[src/rtl/e3oh_pkg.sv]
// Package: shared constants and types for the E3 overhead insertion sequencer.
// Assumes: the frame carries a whole number of 8-bit overhead bytes.
package e3oh_pkg;
    localparam int unsigned OH_BYTES_DEF   = 7;
    localparam int unsigned OH_BYTE_W_DEF  = 8;
    localparam int unsigned OH_BLOCKED_DEF = 16;

    // host register selector
    typedef enum logic {
        SEL_VALUE = 1'b0,
        SEL_MASK  = 1'b1
    } e3oh_sel_e;
endpackage

[src/rtl/e3oh_regbank.sv]
// Module: shadow and working copies of the overhead value and mask bytes.
// Host writes land in the shadow copy. The whole shadow copy moves to the
// working copy on the load strobe (a frame start).
// Outputs are flattened to one bit per slot, MSB of byte 0 in slot 0.
// Assumes: a write in the same cycle as load reaches the working copy one frame later.
module e3oh_regbank
    import e3oh_pkg::*;
#(
    parameter int unsigned N_BYTES = OH_BYTES_DEF,
    parameter int unsigned BYTE_W  = OH_BYTE_W_DEF,
    localparam int unsigned N_SLOTS = N_BYTES * BYTE_W,
    localparam int unsigned IDX_W   = (N_BYTES > 1) ? $clog2(N_BYTES + 1) : 1
) (
    input  logic                clk,
    input  logic                rst_n,
    input  logic                wr,
    input  logic                sel,
    input  logic [IDX_W-1:0]    idx,
    input  logic [BYTE_W-1:0]   wbyte,
    input  logic                load,
    output logic [N_SLOTS-1:0]  val_flat,
    output logic [N_SLOTS-1:0]  msk_flat
);
    logic [BYTE_W-1:0] shd_val [N_BYTES];
    logic [BYTE_W-1:0] shd_msk [N_BYTES];
    logic [BYTE_W-1:0] act_val [N_BYTES];
    logic [BYTE_W-1:0] act_msk [N_BYTES];

    for (genvar b = 0; b < N_BYTES; b++) begin : g_byte
        logic hit;
        assign hit = wr && (idx == IDX_W'(b));

        // shadow update from the host port
        always_ff @(posedge clk) begin
            if (!rst_n) begin
                shd_val[b] <= '0;
                shd_msk[b] <= '0;
            end else if (hit) begin
                if (sel == SEL_MASK) shd_msk[b] <= wbyte;
                else                 shd_val[b] <= wbyte;
            end
        end

        // working copy refreshed at each frame start
        always_ff @(posedge clk) begin
            if (!rst_n) begin
                act_val[b] <= '0;
                act_msk[b] <= '0;
            end else if (load) begin
                act_val[b] <= shd_val[b];
                act_msk[b] <= shd_msk[b];
            end
        end

        for (genvar k = 0; k < BYTE_W; k++) begin : g_bit
            // slot order: MSB first within each byte
            assign val_flat[b*BYTE_W + k] = act_val[b][BYTE_W-1-k];
            assign msk_flat[b*BYTE_W + k] = act_msk[b][BYTE_W-1-k];
        end
    end


    working_hold_chk: assert property (@(posedge clk) disable iff (!rst_n)
        !load |=> ($stable(val_flat) && $stable(msk_flat)));
endmodule

[src/rtl/e3oh_slot_tracker.sv]
// Module: recovers the current overhead slot from the framer strobes.
// A coincident marker-and-enable sample is slot 0. Each later enable
// sample advances the count. An enable sample at count N_SLOTS drops
// sync and sets a sticky error.
// Assumes: strobes are synchronous to clk.
module e3oh_slot_tracker #(
    parameter int unsigned N_SLOTS = 56,
    localparam int unsigned SLOT_W = $clog2(N_SLOTS + 1)
) (
    input  logic              clk,
    input  logic              rst_n,
    input  logic              frm,
    input  logic              en,
    output logic              start,
    output logic [SLOT_W-1:0] slot,
    output logic              live,
    output logic              err
);
    localparam logic [SLOT_W-1:0] END_CNT = SLOT_W'(N_SLOTS);

    logic [SLOT_W-1:0] cnt;
    logic              synced;

    // frame start and current slot decode
    always_comb begin
        start = frm && en;
        slot  = start ? '0 : cnt;
        live  = start || (synced && (cnt != END_CNT));
    end

    // slot counter, sync state and sticky overrun flag
    always_ff @(posedge clk) begin
        if (!rst_n) begin
            cnt    <= '0;
            synced <= 1'b0;
            err    <= 1'b0;
        end else if (start) begin
            cnt    <= SLOT_W'(1);
            synced <= 1'b1;
        end else if (en && synced) begin
            if (cnt == END_CNT) begin
                synced <= 1'b0;
                err    <= 1'b1;
            end else begin
                cnt <= cnt + SLOT_W'(1);
            end
        end
    end


    restart_chk: assert property (@(posedge clk) disable iff (!rst_n)
        (frm && en) |=> (synced && cnt == SLOT_W'(1)));

    stray_mark_chk: assert property (@(posedge clk) disable iff (!rst_n)
        (frm && !en) |=> ($stable(cnt) && $stable(synced)));

    overrun_chk: assert property (@(posedge clk) disable iff (!rst_n)
        (en && !frm && synced && cnt == END_CNT) |=> (err && !synced));

    err_sticky_chk: assert property (@(posedge clk) disable iff (!rst_n)
        err |=> err);
endmodule

[src/rtl/e3oh_bit_select.sv]
// Module: picks the mask and value bit for the current slot and drives
// the insert request. Slots below N_BLOCKED are always refused.
// Assumes: slot may exceed N_SLOTS-1, so the vectors are zero padded.
module e3oh_bit_select #(
    parameter int unsigned N_SLOTS   = 56,
    parameter int unsigned N_BLOCKED = 16,
    localparam int unsigned SLOT_W   = $clog2(N_SLOTS + 1),
    localparam int unsigned PAD_N    = 1 << SLOT_W
) (
    input  logic               en,
    input  logic               live,
    input  logic [SLOT_W-1:0]  slot,
    input  logic [N_SLOTS-1:0] val_flat,
    input  logic [N_SLOTS-1:0] msk_flat,
    output logic               ins,
    output logic               ins_bit
);
    logic [PAD_N-1:0] val_pad;
    logic [PAD_N-1:0] msk_pad;
    logic             blocked;

    // gate the insert request and its data bit
    always_comb begin
        val_pad = {{(PAD_N - N_SLOTS){1'b0}}, val_flat};
        msk_pad = {{(PAD_N - N_SLOTS){1'b0}}, msk_flat};
        blocked = (32'(slot) < N_BLOCKED);
        ins     = en && live && !blocked && msk_pad[slot];
        ins_bit = ins && val_pad[slot];
    end
endmodule

[src/rtl/e3_ohins_seq.sv]
// Module: E3 overhead insertion sequencer top.
// It samples the framer's frame marker and overhead enable, tracks the
// overhead slot and requests insertion of host-chosen bits.
// Assumes: insert request and data are presented in the same cycle as
// the enable sample they answer.
module e3_ohins_seq
    import e3oh_pkg::*;
#(
    parameter int unsigned N_BYTES   = OH_BYTES_DEF,
    parameter int unsigned BYTE_W    = OH_BYTE_W_DEF,
    parameter int unsigned N_BLOCKED = OH_BLOCKED_DEF,
    localparam int unsigned N_SLOTS  = N_BYTES * BYTE_W,
    localparam int unsigned SLOT_W   = $clog2(N_SLOTS + 1),
    localparam int unsigned IDX_W    = (N_BYTES > 1) ? $clog2(N_BYTES + 1) : 1
) (
    input  logic              clk,
    input  logic              rst_n,
    input  logic              tx_frm_mark,
    input  logic              tx_oh_en,
    input  logic              host_wr,
    input  logic              host_sel,
    input  logic [IDX_W-1:0]  host_idx,
    input  logic [BYTE_W-1:0] host_byte,
    output logic              oh_ins,
    output logic              oh_bit,
    output logic              sync_err
);
    logic               start;
    logic               live;
    logic [SLOT_W-1:0]  slot;
    logic [N_SLOTS-1:0] val_flat;
    logic [N_SLOTS-1:0] msk_flat;

    e3oh_slot_tracker #(.N_SLOTS(N_SLOTS)) u_track (
        .clk   (clk),
        .rst_n (rst_n),
        .frm   (tx_frm_mark),
        .en    (tx_oh_en),
        .start (start),
        .slot  (slot),
        .live  (live),
        .err   (sync_err)
    );

    e3oh_regbank #(.N_BYTES(N_BYTES), .BYTE_W(BYTE_W)) u_regs (
        .clk      (clk),
        .rst_n    (rst_n),
        .wr       (host_wr),
        .sel      (host_sel),
        .idx      (host_idx),
        .wbyte    (host_byte),
        .load     (start),
        .val_flat (val_flat),
        .msk_flat (msk_flat)
    );

    e3oh_bit_select #(.N_SLOTS(N_SLOTS), .N_BLOCKED(N_BLOCKED)) u_sel (
        .en       (tx_oh_en),
        .live     (live),
        .slot     (slot),
        .val_flat (val_flat),
        .msk_flat (msk_flat),
        .ins      (oh_ins),
        .ins_bit  (oh_bit)
    );


    ins_needs_en_chk: assert property (@(posedge clk) disable iff (!rst_n)
        oh_ins |-> tx_oh_en);

    bit_quiet_chk: assert property (@(posedge clk) disable iff (!rst_n)
        !oh_ins |-> !oh_bit);

    no_ins_at_start_chk: assert property (@(posedge clk) disable iff (!rst_n)
        (tx_frm_mark && tx_oh_en) |-> !oh_ins);
endmodule

[config.mk]
export PLATFORM = sky130hd
export DESIGN_NAME = e3_ohins_seq
export DESIGN_NICKNAME = d
export VERILOG_FILES = /design/src/rtl/e3oh_pkg.sv /design/src/rtl/e3oh_regbank.sv /design/src/rtl/e3oh_slot_tracker.sv /design/src/rtl/e3oh_bit_select.sv /design/src/rtl/e3_ohins_seq.sv
export SDC_FILE = /design/constraint.sdc
export NUM_CORES = 1
export LEC_CHECK = 0
export ABC_CLOCK_PERIOD_IN_PS = 12700
export BUFFER_PORTS_ARGS = -buffer_cell sky130_fd_sc_hd__buf_4
export CAP_MARGIN = 20
export CELL_PAD_IN_SITES_DETAIL_PLACEMENT = 0
export CELL_PAD_IN_SITES_GLOBAL_PLACEMENT = 1
export CORE_ASPECT_RATIO = 0.7
export CORE_UTILIZATION = 57
export CTS_CLUSTER_DIAMETER = 100
export DETAILED_ROUTE_END_ITERATION = 10
export GPL_TIMING_DRIVEN = 0
export PLACE_DENSITY = 0.82
export RECOVER_POWER = 100
export SLEW_MARGIN = 0
export SYNTH_ARGS = -nofsm -noshare
export SYNTH_HDL_FRONTEND = slang
export SYNTH_SLANG_ARGS = --single-unit
[constraint.sdc]
create_clock -name clk -period 12.7 [get_ports clk]
set_clock_uncertainty 0.15 [all_clocks]
set_input_delay 2.54 -clock clk [delete_from_list [all_inputs] [get_ports clk]]
set_output_delay 2.54 -clock clk [all_outputs]
set_load 0.1 [all_outputs]
=== Word-level counts from Yosys, hierarchy flattened ===
Memories as Yosys holds them, arrays and structs flattened.
Index checks and enable logic that the tools add are counted.

* Add/subtract/negate cells: 1
* Magnitude comparators: 2
* Equality and inequality tests: 9
* Muxes and demuxes: 87
* Bitwise gates (word level): 31
* Reductions and logical operators: 24

{| class="wikitable"
|+ Operators with widths
! operator !! count
|-
| $mux 8 || 28
|-
| $mux 1 || 56
|-
| $or 1x1->1 || 28
|-
| $logic_and 1x1->1 || 14
|-
| $bmux 1 s6 || 2
|-
| $eq 3x3->1 const B || 3
|-
| $lt 6x7->1 const B || 1
|-
| $add 6x1->6 const B || 1
|-
| $eq 3x2->1 const B || 2
|-
| $eq 6x6->1 const B || 1
|-
| $lt 6x5->1 const B || 1
|-
| $mux 6 || 1
|-
| $ne 6x6->1 const B || 1
|-
| $reduce_and 2->1 || 3
|-
| $reduce_bool 2->1 || 2
|-
| $eq 3x1->1 const B || 1
|-
| $logic_not 3->1 || 1
|-
| $not 1->1 || 3
|-
| $reduce_and 3->1 || 1
|-
| $ne 2x2->1 const B || 1
|-
| $reduce_or 2->1 || 1
|-
| $logic_not 1->1 || 1
|-
| $logic_or 1x1->1 || 1
|}

* Flip-flop bits (word level): 8
* Bits in writable memories: 224
* Memories kept: 4

{| class="wikitable"
|+ Memories
! name !! depth !! width !! read ports !! clocked after memory_dff !! write ports !! line !! source
|-
| u_regs.act_msk || 7 || 8 || 7 || 0 || 7 || e3oh_regbank.sv:27 || <nowiki>logic [BYTE_W-1:0] act_msk [N_BYTES];</nowiki>
|-
| u_regs.act_val || 7 || 8 || 7 || 0 || 7 || e3oh_regbank.sv:26 || <nowiki>logic [BYTE_W-1:0] act_val [N_BYTES];</nowiki>
|-
| u_regs.shd_msk || 7 || 8 || 7 || 0 || 7 || e3oh_regbank.sv:25 || <nowiki>logic [BYTE_W-1:0] shd_msk [N_BYTES];</nowiki>
|-
| u_regs.shd_val || 7 || 8 || 7 || 0 || 7 || e3oh_regbank.sv:24 || <nowiki>logic [BYTE_W-1:0] shd_val [N_BYTES];</nowiki>
|}

=== Longest topological paths before layout ===
* Depth after elaboration: 7
* Depth in mapped cells: 10
* Depth with buffers taken out: 8

=== By module ===
Synthesis repeated with hierarchy kept, for this count alone.

* Cells, all modules: 663
* Area, all modules: 9698.1 µm²

{| class="wikitable"
|+ By module, submodules not included
! module !! instances !! cells each !! area each (µm²) !! sequential area each (µm²)
|-
| e3oh_regbank || 1 || 541 || 8419.3 || 6726.5
|-
| e3oh_bit_select || 1 || 66 || 809.5 || 0.0
|-
| e3oh_slot_tracker || 1 || 56 || 469.2 || 160.2
|}

=== Worst setup path after synthesis ===
No wires, ideal clock.

* Kind: input -> output
* From: input port tx_oh_en
* To: output port oh_bit
* Data arrival time: 6333 ps
* Data required time: 10010 ps
* Path slack: 3677 ps
* Stages on the path: 7
* Buffers on the path: 1
* Cells stage by stage: buf_4 -> a21bo_4 -> a211o_1 -> a311oi_1 -> a311oi_1 -> nor4_2 -> o41a_1

* Longest elaborated chain between the ends: 7
* Elaborated cells between the ends (all ways): 13
* Classes of those cells: order compare (1); mux (5); reduce/logical (7)

{| class="wikitable"
|+ Ends and longest elaborated chain
! element !! line !! source
|-
| start: declaration || e3_ohins_seq.sv:19 || <nowiki>input logic tx_oh_en,</nowiki>
|-
| branches (longest 5 deep; another with $mux 6) || n/a ||
|-
| $logic_and 1x1->1 (*) || e3oh_bit_select.sv:27 || <nowiki>ins = en && live && !blocked && msk_pad[slot];</nowiki>
|-
| named net oh_ins || e3_ohins_seq.sv:24 || <nowiki>output logic oh_ins,</nowiki>
|-
| $logic_and 1x1->1 (*) || e3oh_bit_select.sv:28 || <nowiki>ins_bit = ins && val_pad[slot];</nowiki>
|-
| end: declaration || e3_ohins_seq.sv:25 || <nowiki>output logic oh_bit,</nowiki>
|}

Mark *: on every way through the listed nets, which the timed path passes. The select of a mux whose other input is x is not followed.

=== Worst setup path in the final report ===
* From: input port tx_frm_mark
* To: output port oh_ins

* Longest elaborated chain between the ends: 6
* Elaborated cells between the ends (all ways): 10
* Classes of those cells: order compare (1); mux (3); reduce/logical (6)

{| class="wikitable"
|+ Ends and longest elaborated chain
! element !! line !! source
|-
| start: declaration || e3_ohins_seq.sv:18 || <nowiki>input logic tx_frm_mark,</nowiki>
|-
| $logic_and 1x1->1 (*) || e3oh_slot_tracker.sv:26 || <nowiki>start = frm && en;</nowiki>
|-
| branches (longest 4 deep; another with $mux 6) || n/a ||
|-
| $logic_and 1x1->1 (*) || e3oh_bit_select.sv:27 ||
|-
| end: declaration || e3_ohins_seq.sv:24 ||
|}

Mark *: on every way between the ends. The select of a mux whose other input is x is not followed.

==> results.yml <==
run_status:
  run_status: "complete, but fails checks"
  violations: "max-capacitance violations, max-slew violations"
cells_and_area:
  drive_above_1_share_pct: 10.1
  antenna-diode-count: 0
  design_area_mm2: 0.0113
  syn_to_final_growth_pct: 11.4
  final_nets: 818
critical_path:
  rr_startpoint: "u_track.cnt[1]$_SDFFE_PP0P_"
  crit_arrival_ns: 6.12
  crit_start: "tx_frm_mark"
  crit_buf_inv: 3
  cp-end-kind: "output pin"
  crit_path_cell_trace: "clkbuf_1 -> nand2_1 -> clkbuf_1 -> a21oi_1 -> a21o_1 -> o311ai_0 -> a311oi_1 -> nor4_2 -> clkbuf_1"
  cp_data_required_time_ns: 10.01
  slowest_delay_ns: 0.91
  start_kind: "input pin"
  crit_slowest_cell: "clkbuf_1"
  crit_path_frequent_cell: "clkbuf_1"
  crit_type: "input pin to output pin"
  crit_family: "buffers and inverters"
  crit_path_max_fanout: 10
global_routing:
  antenna_found_initial: 0
  grt_pass1_vias: 6057
  grt_pass1_wl_um: 36600
  gr-total-overflow: 0
  grt_max_degree: 62
  track_usage_pct: 27.7
sta:
  finalWorstSetupSlack_ns: 3.89
  fin_crit_ns: 8.81
  rsz0062_at_grt: "no"
  slew_violations: 120
  worst_pin_slew_ns: 3.15
  setup_violations: 0
  max_freq_ghz: 0.113
  max_slew_margin_pct: -110
  finalSetupTns_ns: 0
  finalCritPeriodShare_pct: 69.4
  hold_viol_final: 0
detailed_routing:
  drtAntennaViolNets: 0
  drt_wl_total_um: 24500
  vias: 6224
  vias_per_cell: 5.96
  wl_per_cell_um: 23.5
  drt_iter0_markers: 735
  dr.pass1.iters: 5
  post-route-drc-count: 0
clocking:
  cts_buffers: 23
  path_clk_slew_ns: 0.06
  cts_tree: "yes"
  worstSkewPairLatency_ns: 0.50
  clockBufferDepth: 3
  root_buffer: "clkbuf_16"
  cts_setup_buffers: 0
  ctsHtreeMaxLevel: 1
  hold_buffers: 0
  cts-resized-gates: 0
  cts_sinks: 232
yosys:
  netlist_top_cells_area: "edfxtp_1 66%, and2_1 14%, mux2i_1 1.7%, a21oi_1 1.6%, dfxtp_1 1.6%"
  synth.top_cells.by_count: "225 x and2_1, 224 x edfxtp_1, 35 x nor2_1, 32 x a21oi_1, 26 x clkbuf_1"
  synth_cell_types: 61
  yosysMostFrequentCell: "and2_1"
  ys.flop_type: "edfxtp_1"
  synthesis.nets: 761
  yosysTopAreaCellShare_pct: 66.3
  ys_warn_count: 0
  yosysSeqAreaShare_pct: 67.9
  syn_avg_cell_area_um2: 13.7
  synth_edf_count: 224
  synth_top_area_cell: "edfxtp_1"
  ys_seq_elements: 232
  netlist_area_mm2: 0.0101
  synthArstFlopShare_pct: 0
  syn-instance-count: 742
pwr:
  vdd_drop_max_v: 0.0000860
  leakagePower_nw: 3.91
  power.density_mw_per_mm2: 146
die:
  core-area_mm2: 0.0173
  die_h_um: 114
  die_w_um: 161
  die_area_mm2: 0.0183
  initial_core_util_pct: 58.8
  std_cell_rows: 40
  io_pins: 20
placed_design:
  dp_hpwl_um: 16300
  port-buffer-count: 19
  gp_congestion: 0.919
  dpl-instance-area_mm2: 0.0107
  pre_cts_slack_ns: 4.83
worst_hold_path:
  hold_path.class: "flip-flop to flip-flop"
  hold_start: "u_regs.shd_msk[0][2]$_SDFFCE_PN0P_"
flow_run:
  drv_cap: 2
## registers in the layout, summed over array words and instances (netlist names)
register,flops
u_track.synced,1
u_regs.shd_msk,56
u_regs.shd_val,56
u_track.err,1
u_track.cnt,6
u_regs.act_msk,56
u_regs.act_val,56
## final timing paths
kind                                        endpoint  slack [ns]  depth (start not counted)
setup / recovery                              oh_ins        3.89                          9
hold / removal    u_regs.act_msk[0][2]$_SDFFCE_PN0P_        0.36                          1
setup reg to reg         u_track.cnt[4]$_SDFFE_PP0P_        9.94                          9
hold reg to reg   u_regs.act_msk[0][2]$_SDFFCE_PN0P_        0.36                          1
## where the power goes
part	leakage (nW)	total, mW	switching [mW]	internal, mW
clock network	0.346	0.646	0.270	0.375
logic	1.22	0.110	0.0757	0.0341
registers	2.35	0.898	0.0114	0.886
total	3.91	1.65	0.358	1.30
## metal layers
| metal | track usage (%) | up-vias | wire [um] |
|---|---|---|---|
| met5 | 0 | - | 0 |
| met3 | 7.05 | 61 | 2710 |
| met1 | 40.3 | 3041 | 10500 |
| met2 | 41.8 | 330 | 10700 |
| met4 | 7.42 | 0 | 580 |
| li1 | - | 2792 | - |
## logic make-up (layout without fill, tap and decap cells)
logic type	after synthesis	count (layout)	share of synthesized area [%]
AO/OA/AOI/OAI	100	100	6.73
flip-flops	232	232	67.9
XOR/XNOR	5	5	0.432
multiplexers	29	29	3.67
AND/OR/NAND/NOR	322	322	18.5
buffers and inverters	52	123	2.55
adder cells (fa/ha/maj)	2	2	0.247
## worst reg2reg max path, cell delays in order, from the launching register on
cell,delay (ns)
dfxtp_1,0.33
buf_2,0.29
clkinv_1,0.48
ha_1,0.36
nand4_1,0.08
nor2_1,0.08
nor2_1,0.36
nand4_1,0.16
xor2_1,0.18
nor2_1,0.06
## layout make-up
cell class / instances / area [um2]
tap: 231 / 289
clock inverter: 5 / 47.5
fill: 1306 / 5960
sequential: 232 / 6890
inverter: 4 / 15.0
buffer: 48 / 243
clock buffer: 34 / 657
multi-input combinational: 458 / 3000
timing repair buffer: 32 / 169
## placed cells by master, fill, tap and decap left out, types with 6 or more instances in the layout
master / n
nand3_1: 6
a21oi_1: 32
nor3_1: 8
clkbuf_16: 23
mux2_2: 6
buf_4: 15
and2_1: 77
o21ai_0: 21
dfxtp_1: 8
mux4_2: 6
and2_0: 148
edfxtp_1: 224
o221ai_1: 7
mux2i_1: 17
nand2_1: 22
clkbuf_1: 54
buf_2: 10
nand2b_1: 6
nor2_1: 35
## metrics by stage
| step | instances | total power [mW] | utilization, % | hold slack (ns) |
|---|---|---|---|---|
| final | 1044 | 1.65 | 65.5 | 0.357 |
| after global routing | 1044 | 1.70 | 65.5 | 0.371 |
| after CTS | 1038 | 1.66 | 65.8 | 0.362 |
| after detailed placement | 999 | 1.02 | 61.7 | 0.352 |
| after global placement | 992 | 1.02 | 61.3 | 0.325 |
| after floorplan | 742 | 0.975 | - | 0.328 |
Power figures use the tool's default switching activity.
